## src/rtl/evirq_pkg.sv

```systemverilog
package evirq_pkg;

    // Mode bit value per resource
    typedef enum logic {
        MODE_EVENT = 1'b0,
        MODE_IRQ   = 1'b1
    } res_mode_e;

    // Per-channel wait state
    typedef enum logic {
        CH_IDLE    = 1'b0,
        CH_WAITING = 1'b1
    } ch_state_e;

endpackage

```

## src/rtl/evirq_mode_reg.sv

```systemverilog
module evirq_mode_reg #(
    parameter int NUM_RES = 8
) (
    input  logic               clk,
    input  logic               rst_n,
    input  logic               wr_en,
    input  logic [NUM_RES-1:0] wr_data,
    output logic [NUM_RES:0]   mode_eff
);
    import evirq_pkg::*;

    typedef struct packed {
        logic [NUM_RES-1:0] mode;
    } mode_st_t;

    mode_st_t st_d, st_q;

    always_comb begin
        st_d = st_q;
        if (wr_en) begin
            st_d.mode = wr_data;
        end
    end

    always_ff @(posedge clk) begin
        if (!rst_n) begin
            st_q <= '0;
        end else begin
            st_q <= st_d;
        end
    end

    // The abort resource has no writable bit: it is always an interrupt
    assign mode_eff = {MODE_IRQ, st_q.mode};

endmodule

```

## src/rtl/evirq_wait_unit.sv

```systemverilog
module evirq_wait_unit #(
    parameter int NUM_RES = 8
) (
    input  logic                       clk,
    input  logic                       rst_n,
    input  logic                       wfe_valid,
    input  logic [$clog2(NUM_RES)-1:0] wfe_idx,
    input  logic [NUM_RES-1:0]         ev_active,
    output logic                       wake,
    output logic [NUM_RES-1:0]         consume
);
    import evirq_pkg::*;

    localparam int EIW = $clog2(NUM_RES);

    typedef struct packed {
        ch_state_e      st;
        logic [EIW-1:0] idx;
        logic           wake;
    } wait_st_t;

    wait_st_t st_d, st_q;

    always_comb begin
        st_d      = st_q;
        st_d.wake = 1'b0;
        consume   = '0;
        if (wfe_valid) begin
            // A new wait replaces any wait already parked
            if (ev_active[wfe_idx]) begin
                consume[wfe_idx] = 1'b1;
                st_d.wake        = 1'b1;
                st_d.st          = CH_IDLE;
            end else begin
                st_d.st  = CH_WAITING;
                st_d.idx = wfe_idx;
            end
        end else if (st_q.st == CH_WAITING && ev_active[st_q.idx]) begin
            consume[st_q.idx] = 1'b1;
            st_d.wake         = 1'b1;
            st_d.st           = CH_IDLE;
        end
    end

    always_ff @(posedge clk) begin
        if (!rst_n) begin
            st_q <= '{st: CH_IDLE, idx: '0, wake: 1'b0};
        end else begin
            st_q <= st_d;
        end
    end

    assign wake = st_q.wake;

endmodule

```

## src/rtl/evirq_res_bank.sv

```systemverilog
module evirq_res_bank #(
    parameter int NUM_RES = 8
) (
    input  logic                         clk,
    input  logic                         rst_n,
    input  logic                         sev_valid,
    input  logic [$clog2(NUM_RES+1)-1:0] sev_idx,
    input  logic                         clr_valid,
    input  logic [$clog2(NUM_RES+1)-1:0] clr_idx,
    input  logic                         fault_in,
    input  logic [NUM_RES:0]             mode_eff,
    input  logic [NUM_RES-1:0]           consume,
    output logic [NUM_RES-1:0]           ev_active,
    output logic [NUM_RES:0]             irq,
    output logic                         sev_reject
);
    import evirq_pkg::*;

    localparam int IW    = $clog2(NUM_RES + 1);
    localparam int TOT   = NUM_RES + 1;
    localparam int ABORT = NUM_RES;

    typedef struct packed {
        logic [NUM_RES-1:0] ev;
        logic [TOT-1:0]     irq;
        logic               rej;
    } bank_st_t;

    bank_st_t st_d, st_q;

    logic [NUM_RES-1:0] sev_hit;
    logic [TOT-1:0]     clr_hit;

    // Index decode for send (general range only) and clear (full range)
    always_comb begin
        for (int n = 0; n < NUM_RES; n++) begin
            sev_hit[n] = sev_valid && (sev_idx == IW'(n));
        end
        for (int n = 0; n < TOT; n++) begin
            clr_hit[n] = clr_valid && (clr_idx == IW'(n));
        end
    end

    always_comb begin
        st_d     = st_q;
        st_d.rej = sev_valid && (int'(sev_idx) >= NUM_RES);
        for (int n = 0; n < NUM_RES; n++) begin
            // Event flag: a send wins over a consumption in the same cycle
            if (sev_hit[n] && mode_eff[n] == MODE_EVENT) begin
                st_d.ev[n] = 1'b1;
            end else if (consume[n]) begin
                st_d.ev[n] = 1'b0;
            end
            // Interrupt line: a send wins over a clear; clear needs irq mode
            if (sev_hit[n] && mode_eff[n] == MODE_IRQ) begin
                st_d.irq[n] = 1'b1;
            end else if (clr_hit[n] && mode_eff[n] == MODE_IRQ) begin
                st_d.irq[n] = 1'b0;
            end
        end
        if (fault_in) begin
            st_d.irq[ABORT] = 1'b1;
        end else if (clr_hit[ABORT] && mode_eff[ABORT] == MODE_IRQ) begin
            st_d.irq[ABORT] = 1'b0;
        end
    end

    always_ff @(posedge clk) begin
        if (!rst_n) begin
            st_q <= '0;
        end else begin
            st_q <= st_d;
        end
    end

    assign ev_active  = st_q.ev;
    assign irq        = st_q.irq;
    assign sev_reject = st_q.rej;

endmodule

```

## src/rtl/evirq_ctrl.sv

```systemverilog
module evirq_ctrl #(
    parameter int NUM_RES = 8,
    parameter int NUM_CH  = 4
) (
    input  logic                                      clk,
    input  logic                                      rst_n,
    input  logic                                      mode_wr,
    input  logic [NUM_RES-1:0]                        mode_wdata,
    input  logic                                      sev_valid,
    input  logic [$clog2(NUM_RES+1)-1:0]              sev_idx,
    input  logic [NUM_CH-1:0]                         wfe_valid,
    input  logic [NUM_CH-1:0][$clog2(NUM_RES)-1:0]    wfe_idx,
    input  logic                                      clr_valid,
    input  logic [$clog2(NUM_RES+1)-1:0]              clr_idx,
    input  logic                                      fault_in,
    output logic [NUM_CH-1:0]                         wake,
    output logic [NUM_RES:0]                          irq,
    output logic [NUM_RES:0]                          raw_status,
    output logic [NUM_RES:0]                          irq_status,
    output logic                                      sev_reject
);
    localparam int TOT = NUM_RES + 1;

    logic [TOT-1:0]                  mode_eff;
    logic [NUM_RES-1:0]              ev_active;
    logic [NUM_CH-1:0][NUM_RES-1:0]  consume_ch;
    logic [NUM_RES-1:0]              consume_any;

    evirq_mode_reg #(.NUM_RES(NUM_RES)) u_mode (
        .clk      (clk),
        .rst_n    (rst_n),
        .wr_en    (mode_wr),
        .wr_data  (mode_wdata),
        .mode_eff (mode_eff)
    );

    for (genvar c = 0; c < NUM_CH; c++) begin : g_chan
        evirq_wait_unit #(.NUM_RES(NUM_RES)) u_wait (
            .clk       (clk),
            .rst_n     (rst_n),
            .wfe_valid (wfe_valid[c]),
            .wfe_idx   (wfe_idx[c]),
            .ev_active (ev_active),
            .wake      (wake[c]),
            .consume   (consume_ch[c])
        );
    end

    // Broadcast: any channel that consumes an event clears it for all
    always_comb begin
        consume_any = '0;
        for (int c = 0; c < NUM_CH; c++) begin
            consume_any = consume_any | consume_ch[c];
        end
    end

    evirq_res_bank #(.NUM_RES(NUM_RES)) u_bank (
        .clk        (clk),
        .rst_n      (rst_n),
        .sev_valid  (sev_valid),
        .sev_idx    (sev_idx),
        .clr_valid  (clr_valid),
        .clr_idx    (clr_idx),
        .fault_in   (fault_in),
        .mode_eff   (mode_eff),
        .consume    (consume_any),
        .ev_active  (ev_active),
        .irq        (irq),
        .sev_reject (sev_reject)
    );

    assign raw_status = {irq[NUM_RES], ev_active | irq[NUM_RES-1:0]};
    assign irq_status = irq & mode_eff;

endmodule

```

## config.mk

```make
export PLATFORM = sky130hd
export DESIGN_NAME = evirq_ctrl
export DESIGN_NICKNAME = d
export VERILOG_FILES = /design/src/rtl/evirq_pkg.sv /design/src/rtl/evirq_mode_reg.sv /design/src/rtl/evirq_wait_unit.sv /design/src/rtl/evirq_res_bank.sv /design/src/rtl/evirq_ctrl.sv
export SDC_FILE = /design/constraint.sdc
export NUM_CORES = 1
export LEC_CHECK = 0
export CAP_MARGIN = 20
export CORE_MARGIN = 2
export CORE_UTILIZATION = 45
export CTS_BUF_LIST = sky130_fd_sc_hd__clkbuf_16
export DETAILED_ROUTE_END_ITERATION = 6
export DONT_BUFFER_PORTS = 1
export PLACE_DENSITY = 0.65
export SYNTH_ARGS = -nofsm -noshare
export SYNTH_HDL_FRONTEND = slang
export SYNTH_SLANG_ARGS = --single-unit
```

## constraint.sdc

```tcl
create_clock -name clk -period 2.95 [get_ports clk]
set_input_delay 0.59 -clock clk [delete_from_list [all_inputs] [get_ports clk]]
set_output_delay 0.59 -clock clk [all_outputs]
set_load 0.005 [all_outputs]
```

==> results of run 1 <==
[state kept, by name, summed over array words and instances, names as in the netlist]
| signal | cells |
|---|---|
| u_bank.irq | 9 |
| u_bank.sev_reject | 1 |
| g_chan.u_wait.wake | 4 |
| u_bank.ev_active | 8 |
| u_mode.st_q | 8 |
| g_chan.u_wait.st_q | 16 |
[metal layers]
metal / track usage / wire length (µm)
met5: 0 / 0
met4: 0.06410 / 121
met3: 0.05784 / 774
met2: 0.3741 / 4380
met1: 0.2972 / 3971
[stage by stage]
step,cell area (µm²),hold WS [ps],instances,setup slack (ps)
final,3458,416.1,460,719.5
after global routing,3458,413.2,460,592.8
after CTS,3458,417.4,460,776.8
after detailed placement,3292,530.8,452,785.0
after global placement,3292,518.5,452,908.9
after floorplan,3341,487.8,389,811.2
[power by group]
group          internal (mW)  total (mW)  switching (mW)
sequential             0.647       0.695          0.0480
clock                  0.397       0.650           0.253
combinational         0.0782       0.133          0.0549
total                   1.12        1.48           0.356
[cells in the final DEF, fill, tap and decap left out, types with 6 or more instances in the layout]
master,instances
nand2_1,20
nand3_1,11
a21oi_1,6
or2_2,10
nor2_1,16
and2_1,10
nand2b_1,14
mux4_2,7
inv_1,6
o31ai_1,7
mux2i_1,35
dfxtp_1,46
nor2b_1,39
o21ai_0,12
o32ai_1,6
o22ai_1,6
a21boi_0,6
nand4_1,9
[layout make-up]
class,count,area share
clock inverter,3,0.01194
multi-input combinational,301,0.6422
timing repair buffer,1,0.002171
tap,99,0.03582
sequential,46,0.2663
clock buffer,5,0.03618
inverter,5,0.005427
[cells in the mapped netlist, types with 7 or more instances]
cell type / count
dfxtp_1: 46
nor2b_1: 39
mux2i_1: 35
clkbuf_1: 26
nand2_1: 20
nor2_1: 16
nand2b_1: 14
o21ai_0: 12
nand3_1: 11
and2_1: 10
or2_2: 10
nand4_1: 9
mux4_2: 7
o31ai_1: 7
[final timing paths]
kind,end,start,slack [ps]
setup / recovery,u_bank.ev_active[3],u_bank.ev_active[3],720
setup reg to reg,u_bank.ev_active[3],u_bank.ev_active[3],720
hold / removal,g_chan[2].u_wait.st_q[4],rst_n,420
hold reg to reg,u_bank.irq[3],u_bank.irq[3],530
[cells by family (layout without fill, tap and decap cells)]
group                  count (synthesis)  after routing  share of synthesized area
AO/OA/AOI/OAI                         71             71                     0.1506
buffers and inverters                 42             14                    0.05955
flip-flops                            46             46                     0.2757
multiplexers                          51             51                     0.1835
AND/OR/NAND/NOR                      179            179                     0.3307
==> metrics, run 1 <==
CP Cell Sequence=mux2i_1 -> o22ai_1 -> nor2_1 -> o311ai_0 -> o32ai_1; initial cell density of the core=0.4631; antenna viol nets, final=0; Crit path buffers/inverters=0; asr flop ratio synth=0; Reg area=920.9 µm²; final worst-path cycle share=0.7561; area delta synth->final=3.521%; Placer Congestion=0.9332; hold depth=1; RSZ-0062 raised after global routing=no; status=complete, no violations; # hold bufs at CTS=0; postcts setup bufs=0; # IOs=70; DR iter-0 viols=188; row count=31; Slew @ Worst Pin=731.1 ps; startpoint types=register; mapped cell area=3341 µm²; via count=2915; die area=8129 µm²; CTS buffer count=5; Crit-path slowest cell=dfxtp_1; sequential area share after synthesis=0.2757; Total GRT Usage=0.2278; number of library cell types mapped by synthesis=56; Synth Register Bits=46; CP required=3100 ps; Stages on worst setup path=5; Post-Syn Instances=389; post-detail-place hpwl=6.706 mm; largest net degree at the start of global routing=49; CTS tree=yes; DR WL/cell=20.10 µm; Worst Reg-to-Reg Cells=5; H-tree levels=2; Core Util, Final=0.4794; routed wire length=9.248 mm; setup TNS=0 ps; CTS max path bufs=2; CP Class=reg -> reg; port bufs=0; drt drc=0; Sink Count=46; fin nets=398; crit path DAT=2380 ps; Pins Over Slew Limit=0; Worst slew margin=0.5088; share of cells above drive strength 1=0.1025; Cell Pwr Density=427.3 nW/µm²; post-DR vias/cell=6.337; vias in the first global route=2747; worst hold path type=in -> reg; number of synthesized flops with an enable pin=0; final hold vios=0; multi-input logic area=2221 µm²; Die Span Y=90.16 µm; Filler Cell Count=716; first-pass iteration count of the detailed router=5; worst skew pair latency=300 ps; synth warn=0; Design Power=1.478 mW; share of the synthesized area in the top cell type=0.2757; chip width=90.16 µm; first-pass GRT wire length=14.84 mm; CP max FO=13; n_diodes=0; Final setup viols=0; dominant cell type by area after synthesis=dfxtp_1; peak supply drop=0.2599 mV; Post-CTS Resized=0; crit-path max cell delay=670 ps; clk_skew=8.174 ps; crit path capture type=register; core area=7214 µm²; root buf cell=clkbuf_16; clk slew on worst S/H paths=60 ps; maximum operating frequency=0.4483 GHz; Tmin final=2230 ps; CP delay by family, top=compound AO/OA/AOI/OAI gates; initial antenna violation count=0; max_cap viols=0; syn nets=427; GR Overflow Total=0; synthesized area per cell=8.588 µm²; Static Leak=1.168 nW; largest cells by area after synthesis=dfxtp_1 28%, mux2i_1 10%, nor2b_1 7.3%, mux4_2 4.7%, clkbuf_1 2.9%; Synth Flop Type=dfxtp_1
(Power assumes the default switching activity.)
==> inputs of run 2 (changes only) <==
--- a/config.mk
+++ b/config.mk
@@ -11,7 +11,7 @@
 export CTS_BUF_LIST = sky130_fd_sc_hd__clkbuf_16
 export DETAILED_ROUTE_END_ITERATION = 6
 export DONT_BUFFER_PORTS = 1
-export PLACE_DENSITY = 0.65
+export PLACE_DENSITY = 0.67
 export SYNTH_ARGS = -nofsm -noshare
 export SYNTH_HDL_FRONTEND = slang
 export SYNTH_SLANG_ARGS = --single-unit
==> constraint.sdc (replaced) <==
create_clock -name clk -period 1.9 [get_ports clk]
set_input_delay 0.38 -clock clk [delete_from_list [all_inputs] [get_ports clk]]
set_output_delay 0.38 -clock clk [all_outputs]
set_load 0.005 [all_outputs]
==> run 2 against run 1 <==
Effect of this change: setup slack lost 660 ps; critical path depth is the same; first-iteration DRC count grew 36%; via count grew 5.9%; clock skew is essentially flat; non-clock buffer count grew 28.
==> metrics, run 2 (synthesis gave the netlist of run 1 again) <==
root buf cell=clkbuf_16; hold slack=207.1 ps; chip width=90.16 µm; Final setup viols=0; # IOs=70; maximum operating frequency=0.5446 GHz; die area=8129 µm²; largest net degree at the start of global routing=49; DR top layer=met4; Worst setup endpoint=g_chan[1].u_wait.st_q[4]; Top reg by flops=g_chan.u_wait.st_q; placed cell areas=3498 µm²; RR Startpoint=u_bank.ev_active[0]; vias in the first global route=2992; post-DR vias/cell=6.324; crit path capture type=register; CP max FO=8; area delta synth->final=11.20%; placed insts=479; max_cap viols=0; Worst Reg-to-Reg Cells=5; initial antenna violation count=0; final worst-path cycle share=0.9665; first-pass GRT wire length=15.89 mm; CTS tree=yes; DR WL met3=931 µm; DR iter-0 viols=256; crit path DAT=2070 ps; post-detail-place hpwl=7.436 mm; worst hold path type=in -> reg; Cell Pwr Density=628.1 nW/µm²; H-tree levels=2; Die Span Y=90.16 µm; Slew @ Worst Pin=569.4 ps; Worst slew margin=0.6196; GR Overflow Total=0; Metal-1 WL=4.032 mm; first-pass iteration count of the detailed router=5; clk_skew=7.921 ps; routed wire length=9.803 mm; startpoint types=register; RSZ-0062 raised after global routing=no; antenna viol nets, final=0; CP required=2130 ps; max FFs per register=16; n_diodes=0; final std cells w/o fill=488; Met2 Routed Length=4.673 mm; Tmin final=1836 ps; port bufs=0; row count=31; Total GRT Usage=0.2422; Pins Over Slew Limit=0; R2R Setup Slk=60 ps; drt drc=0; fin nets=426; pre-CTS setup slack=-47.96 ps; Setup crit start=u_bank.ev_active[0]; Final Instance Area=3715 µm²; CTS max path bufs=2; R2R Path End=g_chan[1].u_wait.st_q[4]; Placer Congestion=0.9239; CTS buffer count=5; core area=7214 µm²; Static Leak=1.329 nW; via count=3086; status=complete, no violations; post-route setup slack=63.63 ps; clk slew on worst S/H paths=70 ps; Filler Cell Count=718; share of cells above drive strength 1=0.2031; DR WL/cell=20.09 µm; peak supply drop=0.3830 mV; most frequent cells in the layout=39 x nor2b_1, 39 x dfxtp_1, 35 x mux2i_1; final hold vios=0; Core Util, Final=0.5149; Sink Count=46; initial cell density of the core=0.4631; CP Class=reg -> reg; worst skew pair latency=290 ps
==> run 2: power by group <==
part	switching [mW]	leakage (nW)	total [mW]	internal (mW)
sequential	0.0604	0.380	1.06	1.00
clock	0.397	0.0812	1.01	0.617
combinational	0.108	0.867	0.255	0.147
total	0.566	1.33	2.33	1.77
==> run 2: layout make-up <==
type / instances / area (µm²) / area share
Clock buffer: 5 / 125.1 / 0.03368
Clock inverter: 3 / 41.29 / 0.01111
Inverter: 5 / 18.77 / 0.005052
Multi-Input combinational cell: 301 / 2256 / 0.6073
Sequential cell: 46 / 932.1 / 0.2509
Tap cell: 99 / 123.9 / 0.03334
Timing Repair Buffer: 29 / 217.7 / 0.05861
==> run 2: metal layers <==
metal / vias to the layer above / global-route usage
met5: - / 0
met4: 0 / 0.07436
met3: 15 / 0.07879
met2: 145 / 0.3904
met1: 1482 / 0.3085
li1: 1444 / -
==> run 2: through the flow <==
stage	total power, mW	TNS (ps)
2_1_floorplan	1.303	-72.56
3_3_place_gp	1.324	-24.36
3_5_place_dp	1.330	-47.96
4_1_cts	2.351	0
5_1_grt	2.416	0
6_report	2.333	0
==> run 2: worst max-delay path: stages, from the launching register on <==
cell and delay [ps]:
dfxtp_4 380, buf_4 160, mux4_2 440, mux2_4 290, or3b_4 380, a21boi_2 130
==> run 2: worst min-delay path by stage <==
| stage | start | endpoint | slack (ps) | cells after the start |
|---|---|---|---|---|
| 6_report | rst_n | g_chan[3].u_wait.wake | 210 | 1 |
| 5_1_grt | rst_n | g_chan[2].u_wait.st_q[1] | 210 | 1 |
| 4_1_cts | rst_n | g_chan[3].u_wait.wake | 210 | 1 |
| 3_5_place_dp | rst_n | g_chan[0].u_wait.st_q[4] | 510 | 1 |
| 3_3_place_gp | rst_n | g_chan[2].u_wait.st_q[4] | 500 | 1 |
| 2_1_floorplan | u_bank.irq[5] | u_bank.irq[5] | 490 | 2 |
==> run 2: timing repair <==
| action | CTS | global route |
|---|---|---|
| cloned | 0 | 0 |
| pin swaps | 1 | 1 |
| setup endpoints to repair | 4 | 14 |
| setup buffers | 0 | 1 |
| hold buffers | 0 | 0 |
| gates resized for setup | 2 | 15 |
| hold endpoints to repair | 0 | 0 |
==> inputs of run 3 (changes only) <==
--- a/config.mk
+++ b/config.mk
@@ -6,12 +6,15 @@
 export NUM_CORES = 1
 export LEC_CHECK = 0
 export CAP_MARGIN = 20
+export CELL_PAD_IN_SITES_DETAIL_PLACEMENT = 0
+export CELL_PAD_IN_SITES_GLOBAL_PLACEMENT = 1
 export CORE_MARGIN = 2
-export CORE_UTILIZATION = 45
+export CORE_UTILIZATION = 43
 export CTS_BUF_LIST = sky130_fd_sc_hd__clkbuf_16
 export DETAILED_ROUTE_END_ITERATION = 6
 export DONT_BUFFER_PORTS = 1
-export PLACE_DENSITY = 0.67
+export PLACE_DENSITY = 0.82
 export SYNTH_ARGS = -nofsm -noshare
 export SYNTH_HDL_FRONTEND = slang
+export SYNTH_HIERARCHICAL = 1
 export SYNTH_SLANG_ARGS = --single-unit
==> run 3 against run 2 <==
Effect of this change: the run now ends with DRC, setup timing left; final cell count increased by 21%; largest power group unchanged; critical endpoint is now u_bank/ev_active[0]; area after synthesis rose by 6.3%; wire length grew 11%; critical path type unchanged.
==> metrics, run 3 <==
number of library cell types mapped by synthesis=64; first-pass GRT wire length=17.04 mm; CP max FO=6; Synth top cells by count=51 x nand2_1, 46 x dfxtp_1, 36 x mux2i_1; final worst-path cycle share=1.242; R2R Setup Slk=-460 ps; status=complete, but fails checks; final hold vios=0; hold path start=fault_in; vias in the first global route=3415; Placer Congestion=0.9281; Design Power=2.400 mW; most frequent cells in the layout=76 x buf_4, 51 x nand2_1, 44 x dfxtp_1; largest net degree at the start of global routing=68; mapped cell area=3551 µm²; failing checks=DRC, setup timing; crit-path max cell delay=520 ps; RR Startpoint=g_chan[1].u_wait/st_q[1]; worst skew pair latency=290 ps; routed wire length=10.89 mm; # IOs=70; Synth Area in XOR/XNOR=0; WHS Endpoint=u_bank/irq[8]; synthesized area per cell=8.258 µm²; worst hold path type=in -> reg; post-route setup slack=-459.8 ps; Tmin final=2360 ps; Post-Syn Instances=430; share of cells above drive strength 1=0.2577; row count=33; via count=3570; area delta synth->final=20.40%; synth warn=6; Static Leak=1.696 nW; port bufs=0; share of the synthesized area in the top cell type=0.2593; number of synthesized flops with an enable pin=0; Synth Register Bits=46; hold depth=2; pre-CTS setup slack=-433.1 ps; max_cap viols=0; post-synthesis mux area share=0.1406; initial antenna violation count=0; commonest non-fill, non-tap cell in the layout=buf_4; first-pass iteration count of the detailed router=7; CP Cell Sequence=mux2_4 -> mux4_2 -> o21ai_4 -> o21ai_1 -> or4_1 -> nand3b_1 -> o41ai_1; fin nets=522; maximum operating frequency=0.4238 GHz; CP required=2090 ps; Total GRT Usage=0.2437; CTS max path bufs=2; H-tree levels=2; Worst slew margin=0.6550; Worst Reg-to-Reg Cells=7; Slew @ Worst Pin=516.4 ps; placed cell areas=4099 µm²; Die Span Y=94.88 µm; Pins Over Slew Limit=0; startpoint types=register; asr flop ratio synth=0; drt drc=1; dominant cell type by area after synthesis=dfxtp_1; crit path capture type=register; DR iter-0 viols=219; n_diodes=0; post-DR vias/cell=6.051; CTS buffer count=5; die area=9001 µm²; crit path DAT=2550 ps; # hold bufs at CTS=0; Core Util, Final=0.5283; Synth Flop Type=dfxtp_1; initial cell density of the core=0.4388; Synth Area in Compound Gates=0.2019; Post-Synth Adder-Cell Area=0; DR WL/cell=18.45 µm; Sink Count=46; Cell Pwr Density=561.3 nW/µm²; Final setup viols=9; syn nets=468; CTS tree=yes; root buf cell=clkbuf_16; antenna viol nets, final=0; CP Class=reg -> reg; clk slew on worst S/H paths=80 ps; RSZ-0062 raised after global routing=yes; Top reg by flops=g_chan.u_wait/st_q; Crit-path slowest cell=mux4_2; peak supply drop=0.3232 mV; most common cell in the netlist=nand2_1; max FFs per register=16; hold slack=189.4 ps; largest cells by area after synthesis=dfxtp_1 26%, mux2i_1 10%, nand2_1 5.4%, nor2b_1 4.1%, o22ai_1 3.3%; R2R Path End=u_bank/ev_active[0]; sequential area share after synthesis=0.2593; largest family of logic cells by synthesized area=simple AND/OR/NAND/NOR gates; chip width=94.88 µm; core area=8093 µm²; post-detail-place hpwl=8.359 mm; clk_skew=8.282 ps; GR Overflow Total=0; simple-gate share of the synthesized area=0.3386; Final Instance Area=4275 µm²
==> run 3: changes by cell type after synthesis, moves of 7 or more <==
cell,previous run,this run
inv_1,5,13
nand3_1,11,18
clkbuf_1,26,9
nand2_1,20,51
o32ai_1,6,13
nand3b_1,5,13
nor2b_1,39,23
o22ai_1,6,19
o21ai_0,12,3
==> run 3: layer usage <==
layer | vias up | part of all wire | track usage
met5 | - | 0 | 0
met2 | 139 | 0.49 | 0.4131
li1 | 1705 | - | -
met3 | 18 | 0.048 | 0.04230
met4 | 0 | 0.019 | 0.07850
met1 | 1708 | 0.44 | 0.3138
==> run 3: through the flow <==
step                      setup TNS, ps  std cells
after floorplan                   -2053        430
after global placement            -2721        581
after detailed placement          -3099        581
after CTS                         -3327        590
after global routing              -4287        590
final                             -3408        590
==> run 3: area by class of cell <==
cell class | count | area, µm²
clock inverter | 3 | 28.78
tap | 105 | 131.4
timing repair buffer | 76 | 570.5
clock buffer | 5 | 125.1
fill | 796 | 3817
inverter | 13 | 48.80
multi-input combinational | 342 | 2447
sequential | 46 | 923.4
==> run 3: logic make-up after synthesis <==
group	Yosys count
DFF	46
and+or+nand+nor	211
other	1
AOI/OAI and AO/OA	85
muxes	45
buffers and inverters	42
==> run 3: worst max-delay path: cells and delay by family, from the launching register on <==
kind / cells / cell delay [ps]
AOI/OAI and AO/OA: 3 / 400
and+or+nand+nor: 2 / 700
DFF: 1 / 340
muxes: 2 / 810
==> run 3: repair_timing <==
| item | 4_1_cts | 5_1_grt |
|---|---|---|
| resized for setup | 4 | 0 |
| endpoints found under the setup margin | 9 | 11 |
| pin swaps | 7 | 1 |
| buffers inserted | 1 | 0 |
==> run 3: how the worst max path moves through the flow <==
| stage | from | to | slack, ps | depth (start not counted) |
|---|---|---|---|---|
| floorplan | g_chan[2].u_wait/st_q[1] | u_bank/ev_active[2] | -290 | 7 |
| global placement | g_chan[1].u_wait/st_q[1] | u_bank/ev_active[0] | -370 | 7 |
| detailed placement | g_chan[1].u_wait/st_q[1] | u_bank/ev_active[0] | -430 | 7 |
| CTS | g_chan[2].u_wait/st_q[1] | u_bank/ev_active[2] | -440 | 7 |
| global route | g_chan[1].u_wait/st_q[1] | u_bank/ev_active[2] | -530 | 7 |
| finish | g_chan[1].u_wait/st_q[1] | u_bank/ev_active[0] | -460 | 7 |
==> run 3: power by group <==
group / internal, mW / switching (mW)
logic: 0.217 / 0.185
registers: 1.01 / 0.0485
clock network: 0.506 / 0.436
